**config.mk**
```make
export PLATFORM = sky130hd
export DESIGN_NAME = fuse_rd_seq
export DESIGN_NICKNAME = d
export VERILOG_FILES = /design/src/rtl/fuse_rd_seq_pkg.sv /design/src/rtl/fsr_poll_timer.sv /design/src/rtl/fsr_addr_walker.sv /design/src/rtl/fuse_rd_seq.sv
export SDC_FILE = /design/constraint.sdc
export NUM_CORES = 1
export LEC_CHECK = 0
export BUFFER_PORTS_ARGS = -buffer_cell sky130_fd_sc_hd__buf_2
export CAP_MARGIN = 20
export CELL_PAD_IN_SITES_DETAIL_PLACEMENT = 0
export CELL_PAD_IN_SITES_GLOBAL_PLACEMENT = 1
export CORE_MARGIN = 2
export CORE_UTILIZATION = 38
export DETAILED_ROUTE_END_ITERATION = 10
export PLACE_DENSITY_LB_ADDON = 0.1
export SETUP_SLACK_MARGIN = 0.02
export SYNTH_ARGS = -nofsm -noshare
export SYNTH_HDL_FRONTEND = slang
export SYNTH_HIERARCHICAL = 1
export SYNTH_SLANG_ARGS = --single-unit
```
**constraint.sdc**
```tcl
create_clock -name clk -period 2.1 [get_ports clk]
set_input_delay 0.315 -clock clk [delete_from_list [all_inputs] [get_ports clk]]
set_output_delay 0.315 -clock clk [all_outputs]
set_load 0.05 [all_outputs]
```
**src/rtl/fuse_rd_seq_pkg.sv**
```systemverilog
package fuse_rd_seq_pkg;
  localparam int RDY_BIT  = 31;
  localparam int ADDR_LSB = 8;
  localparam int BANK_BIT = 0;
  localparam logic SEL_CTRL = 1'b0;
  localparam logic SEL_BANK = 1'b1;

  typedef enum logic [3:0] {
    S_IDLE, S_BRD, S_BCMP, S_BWR, S_BVRD, S_BVCMP,
    S_NEXT, S_ISSUE, S_GAP, S_PRD, S_PCHK, S_FIN
  } seq_state_t;
endpackage

```
**src/rtl/fsr_poll_timer.sv**
```systemverilog
module fsr_poll_timer #(
  parameter int GAP   = 100,
  parameter int LIMIT = 100_000_000
) (
  input  logic clk,
  input  logic rst_n,
  input  logic restart,
  input  logic gap_run,
  output logic gap_hit,
  output logic expired
);
  localparam int TW = $clog2(LIMIT + 1);
  localparam int GW = $clog2(GAP + 1);

  logic [TW-1:0] total_q;
  logic [GW-1:0] gap_q;

  assign expired = (total_q >= TW'(LIMIT));
  assign gap_hit = gap_run && (gap_q == GW'(GAP - 1));

  always_ff @(posedge clk or negedge rst_n) begin
    if (!rst_n) begin
      total_q <= '0;
      gap_q   <= '0;
    end else begin
      if (restart)       total_q <= '0;
      else if (!expired) total_q <= total_q + 1'b1;
      if (!gap_run)      gap_q <= '0;
      else if (!gap_hit) gap_q <= gap_q + 1'b1;
    end
  end
endmodule

```
**src/rtl/fsr_addr_walker.sv**
```systemverilog
module fsr_addr_walker #(
  parameter int AW = 10,
  parameter int CW = 11
) (
  input  logic          clk,
  input  logic          rst_n,
  input  logic          load,
  input  logic          step,
  input  logic [AW-1:0] base,
  input  logic [CW-1:0] count,
  output logic [AW-1:0] cur_addr,
  output logic [CW-1:0] cur_idx,
  output logic          finished
);
  logic [CW-1:0] total_q;

  assign finished = (cur_idx == total_q);

  always_ff @(posedge clk or negedge rst_n) begin
    if (!rst_n) begin
      cur_addr <= '0;
      cur_idx  <= '0;
      total_q  <= '0;
    end else if (load) begin
      cur_addr <= base;
      cur_idx  <= '0;
      total_q  <= count;
    end else if (step) begin
      cur_addr <= cur_addr + 1'b1;
      cur_idx  <= cur_idx + 1'b1;
    end
  end
endmodule

```
**src/rtl/fuse_rd_seq.sv**
```systemverilog
module fuse_rd_seq
  import fuse_rd_seq_pkg::*;
#(
  parameter int AW       = 10,
  parameter int CW       = 11,
  parameter int POLL_GAP = 100,
  parameter int TIMEOUT  = 100_000_000
) (
  input  logic          clk,
  input  logic          rst_n,
  input  logic          start,
  input  logic [AW-1:0] start_addr,
  input  logic [CW-1:0] byte_cnt,
  input  logic          tgt_bank,
  output logic          busy,
  output logic          done,
  output logic          out_valid,
  output logic [7:0]    out_byte,
  output logic [CW-1:0] out_idx,
  output logic          fail_bank,
  output logic          fail_tmo,
  output logic          rq_valid,
  output logic          rq_write,
  output logic          rq_sel,
  output logic [31:0]   rq_wdata,
  input  logic [31:0]   rsp_data
);
  function automatic logic [31:0] ctrl_word(input logic [AW-1:0] a);
    logic [31:0] w;
    w = '0;
    w[ADDR_LSB +: AW] = a;
    w[RDY_BIT] = 1'b0;
    return w;
  endfunction

  function automatic logic [31:0] bank_word(input logic b);
    logic [31:0] w;
    w = '0;
    w[BANK_BIT] = b;
    return w;
  endfunction

  seq_state_t state_q, state_d;
  logic tgt_q, pend_bank_q, pend_tmo_q;

  // named internal events
  logic job_accept, bank_match, byte_ready, tmr_gap_hit, tmr_expired;
  logic walk_done, walk_step;
  logic [AW-1:0] walk_addr;
  logic [CW-1:0] walk_idx;

  assign job_accept = start && (state_q == S_IDLE);
  assign bank_match = (rsp_data[BANK_BIT] == tgt_q);
  assign byte_ready = (state_q == S_PCHK) && rsp_data[RDY_BIT];
  assign walk_step  = byte_ready;
  assign busy       = (state_q != S_IDLE);

  fsr_poll_timer #(.GAP(POLL_GAP), .LIMIT(TIMEOUT)) u_timer (
    .clk(clk), .rst_n(rst_n),
    .restart(state_q == S_ISSUE),
    .gap_run(state_q == S_GAP),
    .gap_hit(tmr_gap_hit),
    .expired(tmr_expired)
  );

  fsr_addr_walker #(.AW(AW), .CW(CW)) u_walk (
    .clk(clk), .rst_n(rst_n),
    .load(job_accept), .step(walk_step),
    .base(start_addr), .count(byte_cnt),
    .cur_addr(walk_addr), .cur_idx(walk_idx), .finished(walk_done)
  );

  always_comb begin
    state_d = state_q;
    unique case (state_q)
      S_IDLE:  if (start) state_d = S_BRD;
      S_BRD:   state_d = S_BCMP;
      S_BCMP:  state_d = bank_match ? S_NEXT : S_BWR;
      S_BWR:   state_d = S_BVRD;
      S_BVRD:  state_d = S_BVCMP;
      S_BVCMP: state_d = bank_match ? S_NEXT : S_FIN;
      S_NEXT:  state_d = walk_done ? S_FIN : S_ISSUE;
      S_ISSUE: state_d = S_GAP;
      S_GAP: begin
        if (tmr_expired)      state_d = S_FIN;
        else if (tmr_gap_hit) state_d = S_PRD;
      end
      S_PRD:   state_d = S_PCHK;
      S_PCHK: begin
        if (rsp_data[RDY_BIT]) state_d = S_NEXT;
        else if (tmr_expired)  state_d = S_FIN;
        else                   state_d = S_GAP;
      end
      S_FIN:   state_d = S_IDLE;
      default: state_d = S_IDLE;
    endcase
  end

  always_comb begin
    rq_valid = 1'b0;
    rq_write = 1'b0;
    rq_sel   = SEL_CTRL;
    rq_wdata = '0;
    unique case (state_q)
      S_BRD, S_BVRD: begin rq_valid = 1'b1; rq_sel = SEL_BANK; end
      S_BWR: begin
        rq_valid = 1'b1; rq_write = 1'b1; rq_sel = SEL_BANK;
        rq_wdata = bank_word(tgt_q);
      end
      S_ISSUE: begin
        rq_valid = 1'b1; rq_write = 1'b1; rq_sel = SEL_CTRL;
        rq_wdata = ctrl_word(walk_addr);
      end
      S_PRD: begin rq_valid = 1'b1; rq_sel = SEL_CTRL; end
      default: ;
    endcase
  end

  always_ff @(posedge clk or negedge rst_n) begin
    if (!rst_n) begin
      state_q     <= S_IDLE;
      tgt_q       <= 1'b0;
      pend_bank_q <= 1'b0;
      pend_tmo_q  <= 1'b0;
      fail_bank   <= 1'b0;
      fail_tmo    <= 1'b0;
      done        <= 1'b0;
      out_valid   <= 1'b0;
      out_byte    <= '0;
      out_idx     <= '0;
    end else begin
      state_q   <= state_d;
      done      <= (state_q == S_FIN);
      out_valid <= byte_ready;
      if (byte_ready) begin
        out_byte <= rsp_data[7:0];
        out_idx  <= walk_idx;
      end
      if (job_accept) begin
        tgt_q       <= tgt_bank;
        pend_bank_q <= 1'b0;
        pend_tmo_q  <= 1'b0;
        fail_bank   <= 1'b0;
        fail_tmo    <= 1'b0;
      end
      if (state_q == S_BVCMP && !bank_match) pend_bank_q <= 1'b1;
      if ((state_q == S_GAP && tmr_expired) ||
          (state_q == S_PCHK && !rsp_data[RDY_BIT] && tmr_expired))
        pend_tmo_q <= 1'b1;
      if (state_q == S_FIN) begin
        fail_bank <= pend_bank_q;
        fail_tmo  <= pend_tmo_q;
      end
    end
  end
endmodule

```
==> results of run 1 <==
[what timing repair did]
item / 4_1_cts / 5_1_grt
hold buffers: 1 / 0
pin swaps: 4 / 25
resized for setup: 5 / 26
cloned: 0 / 1
endpoints found under the setup margin: 30 / 44
hold endpoints to repair: 15 / 0
setup buffers: 3 / 9
[layout by cell type, fill, tap and decap left out, types with 13 or more instances in the layout]
cell type	n
a21oi_1	16
nor2_1	43
nand3_1	22
buf_2	70
buf_4	43
or4_1	13
nand4_1	15
nand2_1	41
mux2_2	35
xnor2_1	17
conb_1	21
o21ai_0	24
dfrtp_1	95
[metal layers]
metal | GRT usage [%] | wire, microns
met4 | 4.412 | 123
met5 | 0 | 0
met1 | 21.46 | 5232
met3 | 4.373 | 375
met2 | 28.39 | 5870
[area by class of cell]
cell class / count / area, sq um
Tap cell: 176 / 220.2
Fill cell: 1259 / 6799
Inverter: 12 / 48.80
Multi-Input combinational cell: 378 / 2586
Clock inverter: 7 / 87.58
Sequential cell: 96 / 2404
Timing Repair Buffer: 123 / 819.5
Clock buffer: 9 / 225.2
[worst max-delay path: cells and delay by family (launching register included)]
family	cells	cell delay, ns
DFF	1	0.38
and+or+nand+nor	2	0.79
buffers and inverters	1	0.17
AOI/OAI and AO/OA	2	0.35
muxes	1	0.35
[where the power goes]
part	total (mW)	switching [mW]	internal (mW)	leakage, nW
sequential	2.68	0.400	2.28	1.27
combinational	2.64	1.64	1.00	1.46
clock	1.73	0.777	0.951	0.148
[synthesized netlist by cell type, types with 15 or more instances]
cell,count
dfrtp_1,96
nor2_1,44
nand2_1,41
mux2_2,38
a21oi_1,24
o21ai_0,24
nand3_1,22
buf_4,21
xnor2_1,17
or4_1,16
nand4_1,15
[worst min path at each step]
stage                  startpoint                        endpoint  cells after the start
floorplan                   rst_n                  done$_DFF_PN0_                      0
global placement            rst_n    u_timer/gap_q[3]$_DFFE_PN0P_                      1
detailed placement          rst_n    u_timer/gap_q[4]$_DFFE_PN0P_                      1
CTS                 start_addr[1]  u_walk/cur_addr[1]$_DFFE_PN0P_                      3
global route        start_addr[1]  u_walk/cur_addr[1]$_DFFE_PN0P_                      3
finish              start_addr[1]  u_walk/cur_addr[1]$_DFFE_PN0P_                      3
[registers in the layout (all words and copies together), names as in the netlist, 4 cells and up]
name             count
u_timer/total_q     27
out_idx             11
u_walk/cur_idx      11
u_walk/total_q      11
u_walk/cur_addr     10
out_byte             8
u_timer/gap_q        7
state_q              4
[kinds of logic (layout without fill, tap and decap cells)]
logic type,count (synthesis),in the layout,share of synthesized area [%]
other,1,21,0.07351
flip-flops,96,96,47.09
adder cells (fa/ha/maj),5,5,1.226
AO/OA/AOI/OAI,82,83,10.38
AND/OR/NAND/NOR,197,197,20.51
buffers and inverters,54,151,6.328
XOR/XNOR,28,28,4.807
multiplexers,44,44,9.590
[stage by stage]
step,area (sq um),hold WS (ns),std cells
2_1_floorplan,5197,0.01941,527
3_3_place_gp,5843,0.2009,771
3_5_place_dp,5843,0.2049,771
4_1_cts,6208,0.1585,791
5_1_grt,6391,0.1754,801
6_report,6391,0.1786,801
==> summary.txt, run 1 <==
==========================================================================================
Num Clock Sinks                                                                         96
Top post-synthesis cells by area                                              dfrtp_1, mux2_2, nor2_1
Core outline area                                                             0.01319 sq mm
R2R Setup Slk                                                                     -0.05 ns
Total power density per cell area                                             1103 mW/mm^2
Standby leakage power                                                             2.876 nW
Worst Setup End Kind                                                              register
Wire length of the first global-routing pass                                  19,320 microns
Count of distinct cell types in the synthesized netlist                                 48
Number of global-route vias before repair                                            3,914
Flip-flop and latch count after synthesis                                               96
Path type of the worst min-delay path                                         input port to register
Minimum setup slack after placement                                            -0.04867 ns
Critical path destination                                                     u_timer/total_q[24]$_DFFE_PN0P_
Part of the Yosys area used for sequential elements                                 47.09%
Maximum buffer depth of the clock tree                                                   2
Power after layout                                                                7.047 mW
Post-layout utilization of the core                                                 48.45%
CP startpoint kind                                                                register
Syn Std Cell Area                                                             0.005101 sq mm
Post-synthesis area per instance                                               10.06 sq um
Starting utilization of the core area                                               38.67%
Ports                                                                                  116
Final WL                                                                      11,600 microns
Wire length per cell after detailed routing                                   14.48 microns
Setup TNS Final                                                                -0.09100 ns
Failing checks                                                                setup timing
Estimated wirelength of the detail-placed design                              8132 microns
Crit Path Category                                                            register to register
CTS tree                                                                               yes
Detail-routed via count per cell                                                     5.165
Data arrival time of the critical path                                             2.39 ns
Maximum level of the CTS H-tree                                                          3
Global routing usage summed across all routing layers                               16.81%
Number of hold violations in the final report                                            0
Final Max Slew Viols                                                                     0
Final critical path time including I/O delays and setup                           2.153 ns
Floorplan die area                                                            0.01437 sq mm
DRC violations left                                                                      0
Layout Area Growth over Synthesis                                                   25.29%
Post-synth top flop                                                                dfrtp_1
Most area-hungry cell type in the Yosys netlist                                    dfrtp_1
Final setup margin                                                             -0.05335 ns
Number of instances in the synthesized netlist                                         507
Die Y                                                                         119.9 microns
Proportion of netlist area held by the largest area contributor                     47.09%
RSZ-0062 raised after global routing                                                   yes
Clock edge transition at the registers on the reported setup and hold paths        0.07 ns
Number of nets in the layout                                                           682
Horiz. Die Dim                                                                119.9 microns
Number of endpoints failing setup at the final stage                                     4
Crit path required time                                                            2.33 ns
Critical Path Slowest Stage Cell                                                     or4_4
DR pass1 iterations                                                                      4
Depth of the most critical reg-to-reg path                                               6
Placer's final routability congestion estimate                                      0.7755
Source-to-sink clock delay at the later pin of the worst-skew pair                 0.35 ns
Normalized max-slew margin                                                          64.43%
Synth Warn #                                                                             6
Max Clk Rate                                                                     464.4 MHz
Remaining Overflow, GRT                                                                  0
Tightest Pin Transition                                                          0.5312 ns
Crit share post-route                                                               102.5%
Fraction of layout instances using a drive strength above 1                         33.44%
Standard-cell row count                                                                 42
Number of buffers created by CTS                                                         9
Number of violations of the max-capacitance limit                                        0
Antenna fix cells                                                                        0
Cell Chain, Critical Path                                                     or4_4 -> o221ai_4 -> buf_4 -> o21ai_2 -> nor3b_1 -> mux2_2
First-iteration detailed-routing DRC count                                             144
Delay of the slowest cell on the worst path                                        0.56 ns
Critical path origin                                                          u_timer/total_q[12]$_DFFE_PN0P_
Worst setup skew after layout                                                  0.004432 ns
Buffers added on ports                                                                  71
Antenna violations before repair                                                         0
Outcome                                                                       finished with violations
Launch point of the worst reg-to-reg path                                     u_timer/total_q[12]$_DFFE_PN0P_
R2r endpoint                                                                  u_timer/total_q[24]$_DFFE_PN0P_
Via Count                                                                            4,137
Ys async rst share                                                                  100.0%
Remaining number of nets flagged by the antenna check after routing                      0
Crit-path max FO                                                                         6
Largest net degree at the start of global routing                                       54
Clock root buffer                                                                clkbuf_16
Largest vdd supply drop                                                          0.6291 mV
EDFF count, synth                                                                        0
==========================================================================================
(Power assumes the default switching activity.)
==> inputs of run 2 (changes only) <==
--- a/config.mk
+++ b/config.mk
@@ -5,12 +5,13 @@
 export SDC_FILE = /design/constraint.sdc
 export NUM_CORES = 1
 export LEC_CHECK = 0
+export ABC_AREA = 1
 export BUFFER_PORTS_ARGS = -buffer_cell sky130_fd_sc_hd__buf_2
 export CAP_MARGIN = 20
 export CELL_PAD_IN_SITES_DETAIL_PLACEMENT = 0
 export CELL_PAD_IN_SITES_GLOBAL_PLACEMENT = 1
 export CORE_MARGIN = 2
-export CORE_UTILIZATION = 38
+export CORE_UTILIZATION = 36
 export DETAILED_ROUTE_END_ITERATION = 10
 export PLACE_DENSITY_LB_ADDON = 0.1
 export SETUP_SLACK_MARGIN = 0.02
==> run 2 against run 1 <==
Effect of this change:
- the run now ends clean
- clock skew is 0.0039 ns higher
- total power is 0.52% lower
- worst hold slack worse by 0.029 ns
- worst setup slack better by 0.18 ns
- area after synthesis is 11% higher
- largest power group unchanged
==> summary.txt, run 2 <==
==========================================================================================
Outcome                                                                       complete, no violations
Layout Area Growth over Synthesis                                                   16.88%
Total power density per cell area                                             1059 mW/mm^2
Crit path required time                                                            1.78 ns
Antenna violations before repair                                                         0
Ports                                                                                  116
Buffers added on ports                                                                  71
Horiz. Die Dim                                                                129.4 microns
Clock edge transition at the registers on the reported setup and hold paths        0.07 ns
Top post-synthesis cells by area                                              dfrtp_1, nand2_1, nor2_1
Final WL                                                                      14,240 microns
Via Count                                                                            5,069
Worst setup skew after layout                                                  0.008340 ns
Detail-routed via count per cell                                                     4.689
Register containing the most flip-flops in the final layout                   u_timer/total_q
Number of hold violations in the final report                                            0
Max Clk Rate                                                                     505.5 MHz
Core outline area                                                             0.01531 sq mm
Maximum buffer depth of the clock tree                                                   2
Standby leakage power                                                             3.449 nW
DR pass1 iterations                                                                      4
EDFF count, synth                                                                        0
Path type of the worst min-delay path                                         input port to register
RSZ-0062 raised after global routing                                                   yes
Number of endpoints failing setup at the final stage                                     0
Data arrival time of the critical path                                             1.66 ns
Maximum level of the CTS H-tree                                                          3
Clock root buffer                                                                clkbuf_16
Switching power as a share of total power                                           39.01%
DRC violations left                                                                      0
Clock share of power                                                                 28.5%
CP startpoint kind                                                                register
Synth Warn #                                                                             6
Most area-hungry cell type in the Yosys netlist                                    dfrtp_1
Count leader, synth                                                                nand2_1
First-iteration detailed-routing DRC count                                             262
Num Clock Sinks                                                                         96
Largest vdd supply drop                                                          0.5535 mV
Int Pwr                                                                           4.276 mW
Post-synth top cells                                                          nand2_1, nor2_1, dfrtp_1
Area of all sequential standard cells                                         0.002405 sq mm
Crit-path max FO                                                                        10
Syn Std Cell Area                                                             0.005664 sq mm
Filler instances                                                                     1,633
Multi-input gate area in the final layout                                     0.002733 sq mm
Number of violations of the max-capacitance limit                                        0
Post-layout utilization of the core                                                 43.23%
Wire length per cell after detailed routing                                   13.17 microns
Antenna fix cells                                                                        0
Standard-cell row count                                                                 45
Crit Path Category                                                            register to output pin
Fraction of layout instances using a drive strength above 1                         16.21%
Placer's final routability congestion estimate                                      0.8515
Final critical path time including I/O delays and setup                           1.978 ns
Count of distinct cell types in the synthesized netlist                                 37
Final Max Slew Viols                                                                     0
Power after layout                                                                7.011 mW
Setup TNS Final                                                                       0 ns
CTS tree                                                                               yes
Reg power frac                                                                       37.6%
Number of instances in the synthesized netlist                                         788
Flip-flop and latch count after synthesis                                               96
Proportion of netlist area held by the largest area contributor                     42.41%
Die Y                                                                         129.4 microns
Ys async rst share                                                                  100.0%
Highest-count cells in the layout ignoring fill and taps                      nand2_1, nor2_1, dfrtp_1, inv_1, nand3_1
Number of global-route vias before repair                                            4,879
Starting utilization of the core area                                               36.99%
Leading cell type in the layout, fill and taps excluded                            nand2_1
Number of buffers created by CTS                                                         9
Worst Setup End Kind                                                            output pin
Largest register FFs                                                                    27
Estimated wirelength of the detail-placed design                              10,190 microns
Number of nets in the layout                                                           927
Remaining Overflow, GRT                                                                  0
Source-to-sink clock delay at the later pin of the worst-skew pair                 0.35 ns
Global routing usage summed across all routing layers                               18.09%
Part of the Yosys area used for sequential elements                                 42.41%
Remaining number of nets flagged by the antenna check after routing                      0
Comb pwr share                                                                       34.0%
Post-synthesis area per instance                                               7.188 sq um
Sw Pwr                                                                            2.735 mW
Wire length of the first global-routing pass                                  23,900 microns
Floorplan die area                                                            0.01675 sq mm
Largest net degree at the start of global routing                                       46
Crit share post-route                                                               94.20%
Post-synth top flop                                                                dfrtp_1
==========================================================================================
## run 2: changes by cell type after synthesis, moves of 11 or more
cell / change
and2_1: -11
or4_1: -16
nand2_1: +218
inv_1: +62
mux2_2: -38
o31ai_1: -12
nand3_1: +46
nor2_1: +63
## run 2: critical path, stage by stage, from the launching register on
cell,delay (ns)
dfrtp_1,0.44
nor2_2,0.23
nand2_2,0.11
buf_4,0.19
nor2_1,0.12
buf_4,0.22
## run 2: area by class of cell
cell class	count	share of cell area [%]
multi-input combinational	589	41.28
sequential	96	36.33
timing repair buffer	90	8.392
inverter	79	4.498
clock buffer	12	4.026
tap	211	3.988
clock inverter	4	1.493
## run 2: path summary, 6_finish.rpt
path                                                 start                              end  slack (ns)  depth (start not counted)
min in group asynchronous                            rst_n  u_timer/total_q[21]$_DFFE_PN0P_        0.46                          2
setup / recovery                    state_q[3]$_DFFE_PN0P_                     rq_wdata[11]        0.12                          5
hold reg to reg                    out_byte[7]$_DFFE_PN0P_          out_byte[7]$_DFFE_PN0P_        0.48                          2
max in group asynchronous                            rst_n           state_q[2]$_DFFE_PN0P_        1.02                          3
setup reg to reg           u_timer/total_q[22]$_DFFE_PN0P_           state_q[0]$_DFFE_PN0P_        0.24                         12
hold / removal                                 rsp_data[7]          out_byte[7]$_DFFE_PN0P_        0.15                          3
## run 2: stage by stage
stage	setup WS, ns	area [sq um]	cells	hold slack [ns]
after global routing	0.006720	6620	1081	0.1458
after floorplan	0.2226	5746	808	0.01941
after CTS	0.03300	6601	1080	0.1355
after detailed placement	0.2315	6198	1063	0.2978
after global placement	0.2605	6198	1063	0.2981
final	0.1218	6620	1081	0.1500
## run 2: kinds of logic after synthesis
family                     after synthesis  share of synthesized area (%)
xor gates and xnor gates                21                          3.247
adders and majority gates                5                          1.104
buffers and inverters                  123                          10.91
DFF                                     96                          42.41
and+or+nand+nor                        484                          36.62
other                                    1                        0.06621
AOI/OAI and AO/OA                       58                          5.633
## run 2: layer usage
| metal | GRT usage [%] | up-vias | routed length [microns] |
|---|---|---|---|
| met5 | 0 | - | 0 |
| met4 | 5.946 | 0 | 178 |
| met3 | 2.849 | 12 | 504 |
| met2 | 30.22 | 101 | 6966 |
| met1 | 24.11 | 2365 | 6592 |
| li1 | - | 2591 | - |
## run 2: timing repair
item,4_1_cts,5_1_grt
endpoints found under the setup margin,11,13
endpoints found under the hold margin,29,0
resized for setup,12,6
hold buffers,1,0
pin swaps,0,0
buffers inserted,0,1
## run 2: power groups by stage
stage	clock (mW)	sequential, mW	combinational [mW]
CTS	2.05	2.62	2.39
detailed placement	0	2.66	2.36
floorplan	0	2.84	1.58
global route	2.13	2.70	2.67
global placement	0	2.65	2.32
finish	2.00	2.63	2.38
==> inputs of run 3 (changes only) <==
==> constraint.sdc (replaced) <==
create_clock -name clk -period 2.1 [get_ports clk]
set_input_delay 0.21 -clock clk [delete_from_list [all_inputs] [get_ports clk]]
set_output_delay 0.21 -clock clk [all_outputs]
set_load 0.05 [all_outputs]
==> run 3 against run 2 <==
Effect of this change:
- total power fell by 5.0%
- maximum frequency rose by 1.3%
- clock skew fell by 0.00076 ns
- largest power group unchanged
==> summary.txt, run 3 (synthesis results as in run 2) <==
==========================================================================================
Instance count along the most critical hold path                                         3
CP startpoint kind                                                                register
Fraction of layout instances using a drive strength above 1                         15.42%
RSZ-0062 raised after global routing                                                   yes
Crit path required time                                                            1.89 ns
Buffers added on ports                                                                  71
Filler instances                                                                     1,651
CTS tree                                                                               yes
Number of hold violations in the final report                                            0
Standby leakage power                                                             3.417 nW
Remaining Overflow, GRT                                                                  0
Remaining number of nets flagged by the antenna check after routing                      0
Number of nets in the layout                                                           926
Num Clock Sinks                                                                         96
Placer's final routability congestion estimate                                      0.8338
R2R Setup Slk                                                                      0.38 ns
Maximum level of the CTS H-tree                                                          3
Leading cell type in the layout, fill and taps excluded                            nand2_1
Launch point of the worst reg-to-reg path                                     state_q[2]$_DFFE_PN0P_
Setup repair bufs after CTS                                                              0
Crit share post-route                                                               92.98%
Total power density per cell area                                             1024 mW/mm^2
End of the worst hold path                                                    out_byte[7]$_DFFE_PN0P_
Detail-routed via count per cell                                                     4.619
Final Max Slew Viols                                                                     0
Final WL                                                                      14,060 microns
Standard-cell row count                                                                 45
Floorplan die area                                                            0.01675 sq mm
Multi-input gate area in the final layout                                     0.002724 sq mm
Largest vdd supply drop                                                          0.4958 mV
Number of endpoints failing setup at the final stage                                     0
Outcome                                                                       complete, no violations
Area of all sequential standard cells                                         0.002402 sq mm
Register containing the most flip-flops in the final layout                   u_timer/total_q
Hold Startpoint                                                                rsp_data[7]
Clock root buffer                                                                clkbuf_16
Normalized max-slew margin                                                          55.60%
Number of buffers created by CTS                                                         9
Global routing usage summed across all routing layers                               17.98%
Wire length of the first global-routing pass                                  23,770 microns
Estimated wirelength of the detail-placed design                              10,060 microns
Layout Area Growth over Synthesis                                                   14.89%
Largest net degree at the start of global routing                                       49
Die Y                                                                         129.4 microns
Number of global-route vias before repair                                            4,893
Crit Path Category                                                            register to output pin
Non-filler instance count after layout                                               1,080
Depth of the most critical reg-to-reg path                                              11
First-iteration detailed-routing DRC count                                             232
Maximum buffer depth of the clock tree                                                   2
Via Count                                                                            4,989
Antenna violations before repair                                                         0
Setup TNS Final                                                                       0 ns
Horiz. Die Dim                                                                129.4 microns
Source-to-sink clock delay at the later pin of the worst-skew pair                 0.35 ns
Antenna fix cells                                                                        0
Max Clk Rate                                                                     512.2 MHz
Path type of the worst min-delay path                                         input port to register
Highest-count cells in the layout ignoring fill and taps                      nand2_1, nor2_1, dfrtp_1, inv_1, buf_2
Core outline area                                                             0.01531 sq mm
Ports                                                                                  116
Wire length per cell after detailed routing                                   13.02 microns
Worst Setup End Kind                                                            output pin
Clock edge transition at the registers on the reported setup and hold paths        0.07 ns
DR pass1 iterations                                                                      4
Starting utilization of the core area                                               36.99%
Number of violations of the max-capacitance limit                                        0
Tightest Pin Transition                                                          0.6660 ns
Largest register FFs                                                                    27
R2r endpoint                                                                  u_walk/cur_idx[9]$_DFFE_PN0P_
Cells after DPL                                                                      1,063
Data arrival time of the critical path                                             1.74 ns
Crit-path max FO                                                                         5
Power after layout                                                                6.661 mW
Final critical path time including I/O delays and setup                           1.952 ns
Worst setup skew after layout                                                  0.007579 ns
DRC violations left                                                                      0
==========================================================================================
[run 3: critical path, cell delays in order, from the launching register on]
cell and delay [ns]:
dfrtp_1 0.43, nand2_1 0.13, inv_1 0.09, nand2_2 0.11, o21ai_0 0.12, or2_2 0.30, buf_2 0.21
[run 3: final cells by class]
| type | count | area share, % |
|---|---|---|
| repair buffers | 89 | 7.998 |
| inverters | 79 | 4.557 |
| flip-flops and latches | 96 | 36.92 |
| clock inverters | 3 | 0.6153 |
| well taps | 211 | 4.057 |
| multi-input cells | 589 | 41.86 |
| clock buffers | 13 | 3.999 |
[run 3: worst max path at each step]
stage / from / to
after global placement: u_timer/total_q[22]$_DFFE_PN0P_ / u_timer/total_q[3]$_DFFE_PN0P_
final: state_q[1]$_DFFE_PN0P_ / rq_valid
after global routing: state_q[2]$_DFFE_PN0P_ / rq_wdata[10]
after floorplan: state_q[1]$_DFFE_PN0P_ / rq_valid
after detailed placement: u_timer/total_q[22]$_DFFE_PN0P_ / u_timer/total_q[3]$_DFFE_PN0P_
after CTS: state_q[2]$_DFFE_PN0P_ / rq_wdata[12]
[run 3: what timing repair did]
action,4_1_cts,5_1_grt
hold buffers,1,0
hold endpoints to repair,46,0
gates resized for setup,0,2
setup endpoints to repair,0,11
[run 3: report_power, final]
part	internal, mW	switching (mW)	leakage, nW
clock network	0.987	0.722	0.150
logic	0.718	1.60	1.99
registers	2.25	0.378	1.28
[run 3: per-layer routing]
layer / share of wire (%) / GRT usage, % / up-vias / wire length [microns]
li1: - / - / 2595 / -
met1: 48 / 23.67 / 2324 / 6703
met2: 48 / 30.15 / 57 / 6777
met3: 2.8 / 3.757 / 13 / 393
met4: 1.3 / 4.997 / 0 / 182
met5: 0 / 0 / - / 0
[run 3: per-stage QoR]
stage	util [%]	area [sq um]	hold WS [ns]	setup WS [ns]
finish	42.49	6507	0.04647	0.1475
global placement	40.43	6192	0.2993	0.3706
detailed placement	40.43	6192	0.3125	0.3754
global route	42.49	6507	0.04679	0.009663
CTS	42.46	6502	0.03733	0.02159
floorplan	-	5739	-0.08559	0.08425
